<file path="src/rtl/vbi_pkg.sv">
package vbi_pkg;
  typedef enum logic [1:0] {
    VB_NONE = 2'd0,
    VB_LO   = 2'd1,
    VB_HI   = 2'd2
  } vbyte_e;
endpackage

</file>
<file path="src/rtl/vbi_match.sv">
module vbi_match
  import vbi_pkg::*;
#(
  parameter int          AW        = 3,
  parameter logic [AW-1:0] RST_LO  = 3'b100,
  parameter logic [AW-1:0] NMI_LO  = 3'b010,
  parameter bit          NMI_EN    = 1'b1
) (
  input  logic          vp_n,
  input  logic [AW-1:0] addr_lo,
  output vbyte_e        vsel
);
  localparam logic [AW-1:0] RST_HI = RST_LO | AW'(1);
  localparam logic [AW-1:0] NMI_HI = NMI_LO | AW'(1);

  logic nmi_lo_hit, nmi_hi_hit;

  generate
    if (NMI_EN) begin : g_nmi
      assign nmi_lo_hit = (addr_lo == NMI_LO);
      assign nmi_hi_hit = (addr_lo == NMI_HI);
    end else begin : g_no_nmi
      assign nmi_lo_hit = 1'b0;
      assign nmi_hi_hit = 1'b0;
    end
  endgenerate

  always_comb begin
    vsel = VB_NONE;
    if (!vp_n) begin
      if (addr_lo == RST_LO || nmi_lo_hit)      vsel = VB_LO;
      else if (addr_lo == RST_HI || nmi_hi_hit) vsel = VB_HI;
    end
  end
endmodule

</file>
<file path="src/rtl/vbi_rdy_gate.sv">
module vbi_rdy_gate (
  input  logic clk,
  input  logic rst,
  input  logic phi2,
  input  logic stall_req,
  output logic rdy
);
  always_ff @(posedge clk) begin
    if (rst)        rdy <= 1'b1;
    else if (!phi2) rdy <= !stall_req;
  end
endmodule

</file>
<file path="src/rtl/vbi_drive.sv">
module vbi_drive
  import vbi_pkg::*;
#(
  parameter int DW = 8
) (
  input  logic          clk,
  input  logic          rst,
  input  logic          serve,
  input  vbyte_e        vsel,
  input  logic [2*DW-1:0] entry_addr,
  output logic [DW-1:0] data_o,
  output logic          data_oe,
  output logic          mem_inhibit
);
  logic drive_now;
  assign drive_now = serve && (vsel != VB_NONE);

  always_ff @(posedge clk) begin
    if (rst) begin
      data_o      <= '0;
      data_oe     <= 1'b0;
      mem_inhibit <= 1'b0;
    end else begin
      data_o      <= (vsel == VB_HI) ? entry_addr[2*DW-1:DW] : entry_addr[DW-1:0];
      data_oe     <= drive_now;
      mem_inhibit <= drive_now;
    end
  end
endmodule

</file>
<file path="src/rtl/vec_boot_intercept.sv">
module vec_boot_intercept
  import vbi_pkg::*;
#(
  parameter int            AW     = 3,
  parameter int            DW     = 8,
  parameter logic [AW-1:0] RST_LO = 3'b100,
  parameter logic [AW-1:0] NMI_LO = 3'b010,
  parameter bit            NMI_EN = 1'b1
) (
  input  logic          clk,
  input  logic          rst,
  input  logic          phi2,
  input  logic          vp_n,
  input  logic [AW-1:0] addr_lo,
  input  logic          load_done,
  input  logic [2*DW-1:0] entry_addr,
  output logic          rdy,
  output logic [DW-1:0] data_o,
  output logic          data_oe,
  output logic          mem_inhibit
);
  vbyte_e vsel;
  logic   armed, done_q, lo_served, phi2_q;
  logic   cycle_end, serve, stall_req;

  vbi_match #(.AW(AW), .RST_LO(RST_LO), .NMI_LO(NMI_LO), .NMI_EN(NMI_EN)) match_i (
    .vp_n(vp_n), .addr_lo(addr_lo), .vsel(vsel)
  );

  assign cycle_end = phi2_q && !phi2;
  assign serve     = armed && done_q;
  assign stall_req = armed && !done_q && (vsel != VB_NONE);

  always_ff @(posedge clk) begin
    if (rst) begin
      armed     <= 1'b1;
      done_q    <= 1'b0;
      lo_served <= 1'b0;
      phi2_q    <= 1'b0;
    end else begin
      phi2_q <= phi2;
      if (load_done) done_q <= 1'b1;
      if (cycle_end && serve) begin
        if (vsel == VB_LO) lo_served <= 1'b1;
        if (vsel == VB_HI && lo_served) armed <= 1'b0;
      end
    end
  end

  vbi_rdy_gate rdy_i (
    .clk(clk), .rst(rst), .phi2(phi2), .stall_req(stall_req), .rdy(rdy)
  );

  vbi_drive #(.DW(DW)) drive_i (
    .clk(clk), .rst(rst), .serve(serve), .vsel(vsel), .entry_addr(entry_addr),
    .data_o(data_o), .data_oe(data_oe), .mem_inhibit(mem_inhibit)
  );
endmodule

</file>
<file path="config.mk">
export PLATFORM = sky130hd
export DESIGN_NAME = vec_boot_intercept
export DESIGN_NICKNAME = d
export VERILOG_FILES = /design/src/rtl/vbi_pkg.sv /design/src/rtl/vbi_match.sv /design/src/rtl/vbi_rdy_gate.sv /design/src/rtl/vbi_drive.sv /design/src/rtl/vec_boot_intercept.sv
export SDC_FILE = /design/constraint.sdc
export NUM_CORES = 1
export LEC_CHECK = 0
export CAP_MARGIN = 20
export CORE_UTILIZATION = 35
export DETAILED_ROUTE_END_ITERATION = 7
export GPL_ROUTABILITY_DRIVEN = 1
export PLACE_DENSITY = 0.73
export SYNTH_ARGS = -nofsm -noshare
export SYNTH_HDL_FRONTEND = slang
export SYNTH_SLANG_ARGS = --single-unit
</file>
<file path="constraint.sdc">
create_clock -name clk -period 1.5 [get_ports clk]
set_clock_uncertainty 0.05 [all_clocks]
set_input_delay 0.3 -clock clk [delete_from_list [all_inputs] [get_ports clk]]
set_output_delay 0.3 -clock clk [all_outputs]
set_load 0.005 [all_outputs]
</file>
==> summary.txt, run 1 <==
Global route
  – Largest net degree at the start of global routing: 21
  – Vias in the first global route: 498
  – M2 GR Usage: 23.3%
  – Met1 usage: 16.7%
  – Grt peak-use layer: met2
  – Total gr overflow: 0
  – First-pass GRT wire length: 1960 um
  – GRT Total Usage: 14.5%
  – Met3 Use GR: 2.55%
  – Antenna violations before repair: 0

Clock tree
  – Total CTS buffers: 3
  – Clk sinks: 14
  – TritonCTS clock tree: built
  – Clock Path Buffers: 2
  – Clock slew at reported path FFs: 80 ps
  – Root Driver: clkbuf_4
  – Clock latency at the later pin of the worst-skew pair: 280 ps
  – Post-CTS Hold Buffers: 0
  – H-tree levels: 1

Critical path
  – CP max FO: 2
  – Data required, critical path: 1150 ps
  – CP bufs+invs: 1
  – Critical path capture point type: output pin
  – CP Class: flip-flop to output pin
  – Worst R2R Path Depth: 2
  – Crit start category: flip-flop
  – Max stage delay on crit path: 490 ps
  – Critical Path Stages: 1
  – Critical path cell sequence: clkdlybuf4s50_1
  – CP max stage cell: clkdlybuf4s50_1
  – Worst endpoint data arrival time: 1100 ps
  – Delay-heaviest family, CP: buffers and inverters

Routing
  – Initial DRT Pass Iterations: 4
  – DR vias/cell: 4.48
  – Final WL: 1160 um
  – WL per Instance: 10.1 um
  – DRT antenna net count: 0
  – Residual DRC count: 0
  – Iter 0 DRT Violations: 4
  – Vias: 515

Final layout
  – Final cell count without fillers: 115
  – Inserted Diodes: 0
  – Fin nets: 124
  – Area grow syn2layout: 75.8%
  – Layout cells sized above 1: 15.2%

Synthesis
  – Post-Synth XOR/XNOR Area: 1.51%
  – Simple-gate area share of the yosys netlist: 27.6%
  – Yosys warns: 0
  – Post-Synth Adder-Cell Area: 0%
  – Largest family of logic cells by synthesized area: simple AND/OR/NAND/NOR gates
  – Yosys cell types: 15
  – Syn Inst Count: 58
  – Compound-cell area share of the yosys netlist: 3.89%
  – Sequential-to-total area share from yosys stat: 48.4%
  – Mux share of post-synthesis cell area: 13.8%
  – Syn Nets: 82
  – Synth Register Bits: 14
  – Avg Inst Size Synth: 9.99 sq um
  – Mapped Area: 579 sq um

Run
  – # Max-Cap Violations: 0

Power and ir drop
  – Peak supply drop: 385 uV
  – Pwr/cell area: 824 nW/um^2
  – Leak: 0.429 nW
  – Tot Pwr: 0.000839 W

Timing
  – Final hold violation count: 0
  – Setup slack after layout: 46.5 ps
  – Setup violations, final: 0
  – Rel. slew slack: 87.8%
  – Max Slew Vio Count: 0
  – RSZ-0062 raised after global routing: no
  – Fin crit share: 96.9%
  – Slew @ Worst Pin: 183 ps
  – Max Fclk: 688 MHz
  – Fin crit period: 1450 ps

Floorplan
  – Die H: 42.7 um
  – Core area: 1520 sq um
  – # IOs: 35
  – Initial Utilization: 38.0%
  – Die X: 42.7 um
  – Core Rows: 14
  – Die area: 1820 sq um

Placed design
  – Setup WS pre-CTS: -323 ps
  – PortBufs: 34
  – Placed instance count: 109
  – Gp weighted congestion: 0.650

Worst hold path
  – WHS Path Cells: 3
  – Hold Crit Class: input pin to flip-flop

Outcome
  – Status: finished clean
power breakdown:
| group | leakage (nW) | internal [W] | switching (W) | total [W] |
|---|---|---|---|---|
| clock network | 0.0210 | 0.000148 | 0.000125 | 0.000272 |
| logic | 0.292 | 0.000121 | 0.0000471 | 0.000168 |
| registers | 0.116 | 0.000393 | 0.00000640 | 0.000399 |
timing repair:
item / in CTS / in global routing
gates resized for setup: 2 / 4
pin swaps: 3 / 1
setup endpoints to repair: 1 / 4
buffers inserted: 2 / 0
tightest hold or removal path: stages:
cell and delay, ps:
dlymetal6s2s_1 100, or4b_4 130, o32a_1 130
cell usage in the layout, fill, tap and decap left out:
cell              n
a21oi_1           1
buf_4             7
clkbuf_4          3
clkbuf_8          1
clkdlybuf4s50_1  30
dfxtp_1          12
dfxtp_2           2
dlygate4sd2_1     2
dlymetal6s2s_1    2
inv_1             2
mux2i_1           8
nand2b_1         18
nand3b_1          1
nor2_1            5
nor3b_2           1
o31ai_1           1
o32a_1            1
or4b_4            1
xnor2_1           1
state kept, by name, indices dropped and copies added, names as in the netlist:
| name | flops |
|---|---|
| drive_i.data_oe | 1 |
| done_q | 1 |
| armed | 1 |
| drive_i.data_o | 8 |
| phi2_q | 1 |
| rdy_i.rdy | 1 |
| lo_served | 1 |
Yosys cell counts:
cell type	count	area, sq um
or4b_4	1	13.8
nor3b_1	1	7.51
xnor2_1	1	8.76
buf_2	1	5.00
nand2b_1	18	113
o31ai_1	1	7.51
nor2_1	5	18.8
nand3b_1	1	7.51
o32a_1	1	10.0
buf_4	1	7.51
a21oi_1	1	5.00
clkbuf_1	2	7.51
dfxtp_1	14	280
inv_1	2	7.51
mux2i_1	8	80.1
logic make-up after synthesis:
logic type	Yosys count
xor gates and xnor gates	1
DFF	14
and+or+nand+nor	26
buffers and inverters	6
muxes	8
AOI/OAI and AO/OA	3
area by class of cell:
cell class	instances	area, sq um
fill	133	505
timing repair buffer	41	395
sequential	14	283
multi-input combinational	38	277
clock buffer	4	36.3
tap	16	20.0
inverter	2	7.51
path summary, 6_finish.rpt:
path | from | end | slack [ps]
setup / recovery | rdy_i.rdy | rdy | 50
hold / removal | rst | rdy_i.rdy | 370
setup reg to reg | armed | rdy_i.rdy | 200
hold reg to reg | done_q | drive_i.data_oe | 420
per-stage QoR:
| stage | cell area [sq um] | hold slack, ps | utilization, % | TNS [ps] |
|---|---|---|---|---|
| 6_report | 1020 | 369 | 66.8 | 0 |
| 3_5_place_dp | 962 | 405 | 63.1 | -2100 |
| 4_1_cts | 1010 | 424 | 66.3 | 0 |
| 5_1_grt | 1020 | 383 | 66.8 | 0 |
| 2_1_floorplan | 579 | 351 | - | 0 |
| 3_3_place_gp | 962 | 409 | 63.1 | -2000 |
layer usage:
metal / share of wire [%] / wire length [um] / up-vias
met2: 53 / 611 / 11
met1: 43 / 498 / 234
met3: 2.8 / 32 / 2
met4: 1.2 / 14 / 0
li1: - / - / 268
met5: 0 / 0 / -
(Power assumes the default switching activity.)
==> inputs of run 2 (changes only) <==
Settings changed: CORE_AREA from default to 2 2 39 41, CORE_UTILIZATION 35 to default, DIE_AREA from default to 0 0 41 43, DONT_BUFFER_PORTS from default to 1, PLACE_DENSITY 0.73 to 0.55, SKIP_CTS_REPAIR_TIMING from default to 1.
==> summary.txt, run 2 (synthesized netlist as in run 1, its figures left out) <==
Outcome
  – Status: finished clean

Final layout
  – Most flops, register: drive_i.data_o
  – Layout cells sized above 1: 11.9% (-3.3 points)
  – Fillers: 150 (+13%)
  – Area grow syn2layout: 7.34%
  – Most common cell after layout, fill and taps aside: nand2b_1
  – Max reg flops: 8 (unchanged)
  – Final Cell Area: 622 sq um (-39%)
  – Most frequent cells in the layout: 18 x nand2b_1, 14 x dfxtp_1, 8 x mux2i_1, 5 x nor2_1, 3 x clkbuf_4
  – Final cell count without fillers: 75 (-35%)
  – Register Area: 280 sq um (-0.88%)
  – Fin nets: 85 (-31%)
  – Area of the multi-input gates: 277 sq um (unchanged)
  – Inserted Diodes: 0 (unchanged)

Global route
  – Grt peak-use layer: met2
  – Met1 usage: 14.7% (-2.0 points)
  – Largest net degree at the start of global routing: 22 (+4.8%)
  – Antenna violations before repair: 0 (unchanged)
  – M2 GR Usage: 15.6% (-7.7 points)
  – Met3 Use GR: 5.76% (+3.2 points)
  – First-pass GRT wire length: 1380 um (-30%)
  – Vias in the first global route: 340 (-32%)
  – Total gr overflow: 0 (unchanged)
  – GRT Total Usage: 12.2% (-2.3 points)

Floorplan
  – Die area: 1760 sq um (-3.2%)
  – Core area: 1380 sq um (-9.2%)
  – Core Rows: 14 (unchanged)
  – Initial Utilization: 41.9% (+3.8 points)
  – Die H: 43 um (+0.74%)
  – # IOs: 35 (unchanged)
  – Die X: 41 um (-3.9%)

Routing
  – Final WL: 860 um (-26%)
  – Vias: 381 (-26%)
  – DR vias/cell: 5.08 (+13%)
  – WL per Instance: 11.5 um (+14%)
  – Residual DRC count: 0 (unchanged)
  – Initial DRT Pass Iterations: 4 (unchanged)
  – DRT antenna net count: 0 (unchanged)
  – Iter 0 DRT Violations: 3 (-1)

Placed design
  – Placed instance count: 72 (-34%)
  – Detailed placer's ending HPWL: 677 um
  – PortBufs: 0 (-100%)
  – Placed Instance Area: 599 sq um (-38%)
  – Gp weighted congestion: 0.593 (-8.8%)

Power and ir drop
  – Seq pwr share: 61.9% (+14 points)
  – Switching pwr: 0.000134 W (-25%)
  – Pwr/cell area: 1050 nW/um^2 (+27%)
  – Leak: 0.238 nW (-45%)
  – Peak supply drop: 510 uV (+33%)
  – Switch share: 20.6% (-0.61 points)
  – Part of the power in the clock network: 30.1% (-2.3 points)
  – Internal power: 0.000518 W (-22%)
  – Comb power frac: 8.0% (-12 points)

Timing
  – Min Hold Slack: 46.6 ps (-322 ps)
  – Fin crit share: 83.0% (-14 points)
  – Fin crit period: 1240 ps (-209 ps)
  – Rel. slew slack: 84.3% (-3.5 points)
  – Final hold violation count: 0 (unchanged)
  – Max Slew Vio Count: 0 (unchanged)
  – Max Fclk: 803 MHz (+17%)
  – RSZ-0062 raised after global routing: no
  – Setup_tns: 0 ps (unchanged)
  – Setup violations, final: 0 (unchanged)
  – Slew @ Worst Pin: 234 ps (+51.3 ps)

Critical path
  – Worst endpoint data arrival time: 1350 ps (+250 ps)
  – Crit start category: flip-flop
  – CP Class: flip-flop to flip-flop
  – CP max FO: 3 (+1)
  – FF-to-FF setup slack: 260 ps (+60 ps)
  – Data required, critical path: 1610 ps (+460 ps)
  – Critical path capture point type: flip-flop

Clock tree
  – TritonCTS clock tree: built
  – Clk sinks: 14 (unchanged)
  – Total CTS buffers: 3 (unchanged)
  – Clock Path Buffers: 2 (unchanged)
  – Clock slew at reported path FFs: 80 ps (about the same)
  – Root Driver: clkbuf_4
  – Clock latency at the later pin of the worst-skew pair: 260 ps (-20 ps)
  – H-tree levels: 1 (unchanged)

Worst hold path
  – Hold Crit Class: input pin to flip-flop

Run
  – # Max-Cap Violations: 0 (unchanged)
[run 2: worst max-delay path, cell delays in order (launching register included)]
cell,delay (ps)
dfxtp_1,330
or4b_4,470
o32a_1,290
[run 2: worst paths after layout]
check                           startpoint  cells past startpoint         endpoint
worst max register to register       armed                      2        rdy_i.rdy
worst min register to register      done_q                      2  drive_i.data_oe
worst min-delay path                   rst                      1           done_q
worst max-delay path                 armed                      2        rdy_i.rdy
[run 2: power by group through the flow]
stage,logic (W),registers (W),clock network [W]
final,0.0000523,0.000404,0.000196
after floorplan,0.0000497,0.000410,0
after global routing,0.0000606,0.000408,0.000230
after global placement,0.0000524,0.000413,0
after CTS,0.0000536,0.000404,0.000206
after detailed placement,0.0000536,0.000413,0
[run 2: per-stage QoR]
step / total power, W / util [%] / setup WS, ps
floorplan: 0.000460 / - / 146
global placement: 0.000465 / 43.3 / 113
detailed placement: 0.000466 / 43.3 / 99.1
CTS: 0.000664 / 44.9 / 246
global route: 0.000699 / 44.9 / 227
finish: 0.000652 / 44.9 / 255
[run 2: layout make-up]
type | count | share of cell area [%]
clock buffers | 3 | 3.62
inverters | 2 | 1.21
multi-input cells | 38 | 44.5
flip-flops and latches | 14 | 45.1
well taps | 16 | 3.22
repair buffers | 2 | 2.41
[run 2: routing by layer]
| layer | vias up | part of all wire, % |
|---|---|---|
| met5 | - | 0 |
| met4 | 0 | 1.6 |
| met3 | 2 | 12 |
| met2 | 24 | 44 |
| met1 | 164 | 42 |
| li1 | 191 | - |
==> inputs of run 3 (changes only) <==
Clock period 1.5 ns to 1.25 ns, I/O delays scaled along.
==> summary.txt, run 3 (synthesized netlist as in run 1, its figures left out) <==
Routing
  – DRT antenna net count: 0 (unchanged)
  – Initial DRT Pass Iterations: 1 (-3)
  – DR vias/cell: 5.04 (-0.80%)
  – Final WL: 833 um (-3.1%)
  – WL per Instance: 11.0 um (-4.4%)
  – Iter 0 DRT Violations: 0 (-3)
  – Vias: 383 (+0.52%)
  – Residual DRC count: 0 (unchanged)

Final layout
  – Final cell count without fillers: 76 (+1.3%)
  – Max reg flops: 8 (unchanged)
  – Inserted Diodes: 0 (unchanged)
  – Most frequent cells in the layout: 18 x nand2b_1, 13 x dfxtp_1, 8 x mux2i_1, 5 x nor2_1, 3 x clkbuf_4
  – Most flops, register: drive_i.data_o
  – Most common cell after layout, fill and taps aside: nand2b_1
  – Fin nets: 86 (+1.2%)
  – Layout cells sized above 1: 13.3% (+1.5 points)
  – Area grow syn2layout: 9.29%

Power and ir drop
  – Tot Pwr: 0.000782 W (+20%)
  – Seq pwr share: 61.9% (about the same)
  – Internal power: 0.000624 W (+20%)
  – Switching pwr: 0.000158 W (+18%)
  – Part of the power in the clock network: 29.7% (-0.4 points)
  – Pwr/cell area: 1240 nW/um^2 (+18%)
  – Switch share: 20.3% (-0.33 points)
  – Leak: 0.241 nW (+1.5%)
  – Peak supply drop: 488 uV (-4.4%)
  – Comb power frac: 8.4% (+0.4 points)

Floorplan
  – # IOs: 35 (unchanged)
  – Die H: 43 um (unchanged)
  – Die area: 1760 sq um (unchanged)
  – Core Rows: 14 (unchanged)
  – Core area: 1380 sq um (unchanged)
  – Die X: 41 um (unchanged)
  – Initial Utilization: 41.9% (unchanged)

Clock tree
  – Clock latency at the later pin of the worst-skew pair: 260 ps (about the same)
  – Root Driver: clkbuf_4
  – Clock slew at reported path FFs: 70 ps (about the same)
  – H-tree levels: 1 (unchanged)
  – Clk sinks: 14 (unchanged)
  – Clock Path Buffers: 2 (unchanged)
  – Total CTS buffers: 3 (unchanged)
  – TritonCTS clock tree: built

Global route
  – First-pass GRT wire length: 1290 um (-6.5%)
  – Largest net degree at the start of global routing: 22 (unchanged)
  – Antenna violations before repair: 0 (unchanged)
  – Vias in the first global route: 325 (-4.4%)
  – Total gr overflow: 0 (unchanged)
  – GRT Total Usage: 11.2% (-1.0 points)

Timing
  – Max Slew Vio Count: 0 (unchanged)
  – Fin crit share: 99.1% (+16 points)
  – RSZ-0062 raised after global routing: yes
  – Min Hold Slack: 27.2 ps (-19.4 ps)
  – Final hold violation count: 0 (unchanged)
  – Setup slack after layout: 11.6 ps (-244 ps)
  – Setup_tns: 0 ps (unchanged)
  – Max Fclk: 807 MHz (+0.52%)
  – Slew @ Worst Pin: 236 ps (+1.76 ps)
  – Rel. slew slack: 84.2% (-0.12 points)
  – Setup violations, final: 0 (unchanged)
  – Fin crit period: 1240 ps (-6.50 ps)

Critical path
  – Critical path capture point type: flip-flop
  – Critical path cell sequence: or4b_4 > o32a_1
  – CP max stage cell: or4b_4
  – Worst endpoint data arrival time: 1340 ps (about the same)
  – CP max FO: 3 (unchanged)
  – Crit start category: flip-flop
  – Max stage delay on crit path: 470 ps (about the same)
  – Data required, critical path: 1350 ps (-260 ps)
  – CP Class: flip-flop to flip-flop

Placed design
  – PortBufs: 0 (unchanged)
  – Gp weighted congestion: 0.571 (-3.8%)
  – Setup WS pre-CTS: -104 ps (-203 ps)
  – Placed instance count: 72 (unchanged)

Run
  – # Max-Cap Violations: 0 (unchanged)

Worst hold path
  – Hold Crit Class: input pin to flip-flop

Outcome
  – Status: finished clean
==> run 3: changes by cell type in the layout (fill, tap and decap cells not counted), sizes merged <==
cell / change
dlygate4sd3: +1
==> run 3: final cells by class <==
class | count | area (sq um)
multi-input cells | 38 | 277
inverters | 2 | 7.51
well taps | 16 | 20.0
clock buffers | 3 | 22.5
flip-flops and latches | 14 | 282
fillers | 149 | 751
repair buffers | 3 | 25.0
==> run 3: metal layers <==
metal  global-route usage (%)  vias up  routed length, um
li1                         -      193                  -
met1                     13.7      163                348
met2                     15.3       25                350
met3                     4.19        2                119
met4                     8.00        0                 15
met5                        0        -                  0
==> run 3: path summary, 6_finish.rpt <==
| kind | from | endpoint | slack [ps] | cells after the start |
|---|---|---|---|---|
| setup / recovery | armed | rdy_i.rdy | 10 | 2 |
| hold / removal | addr_lo[0] | lo_served | 30 | 1 |
| setup reg to reg | armed | rdy_i.rdy | 10 | 2 |
| hold reg to reg | lo_served | lo_served | 410 | 2 |
==> run 3: power by group through the flow <==
| stage | Combinational, W | Clock, W | Sequential (W) |
|---|---|---|---|
| 6_report | 0.0000654 | 0.000233 | 0.000484 |
| 3_3_place_gp | 0.0000630 | 0 | 0.000495 |
| 3_5_place_dp | 0.0000642 | 0 | 0.000495 |
| 2_1_floorplan | 0.0000596 | 0 | 0.000492 |
| 5_1_grt | 0.0000749 | 0.000273 | 0.000489 |
| 4_1_cts | 0.0000642 | 0.000245 | 0.000485 |
==> run 3: metrics by stage <==
stage	util, %	area (sq um)
after floorplan	-	579
after global placement	43.3	599
after detailed placement	43.3	599
after CTS	44.9	622
after global routing	45.8	633
final	45.8	633
==> run 3: worst max-delay path: cells and delay by family, from the launching register on <==
kind,cells,cell delay [ps]
AOI/OAI and AO/OA,1,290
DFF,1,320
and+or+nand+nor,1,470
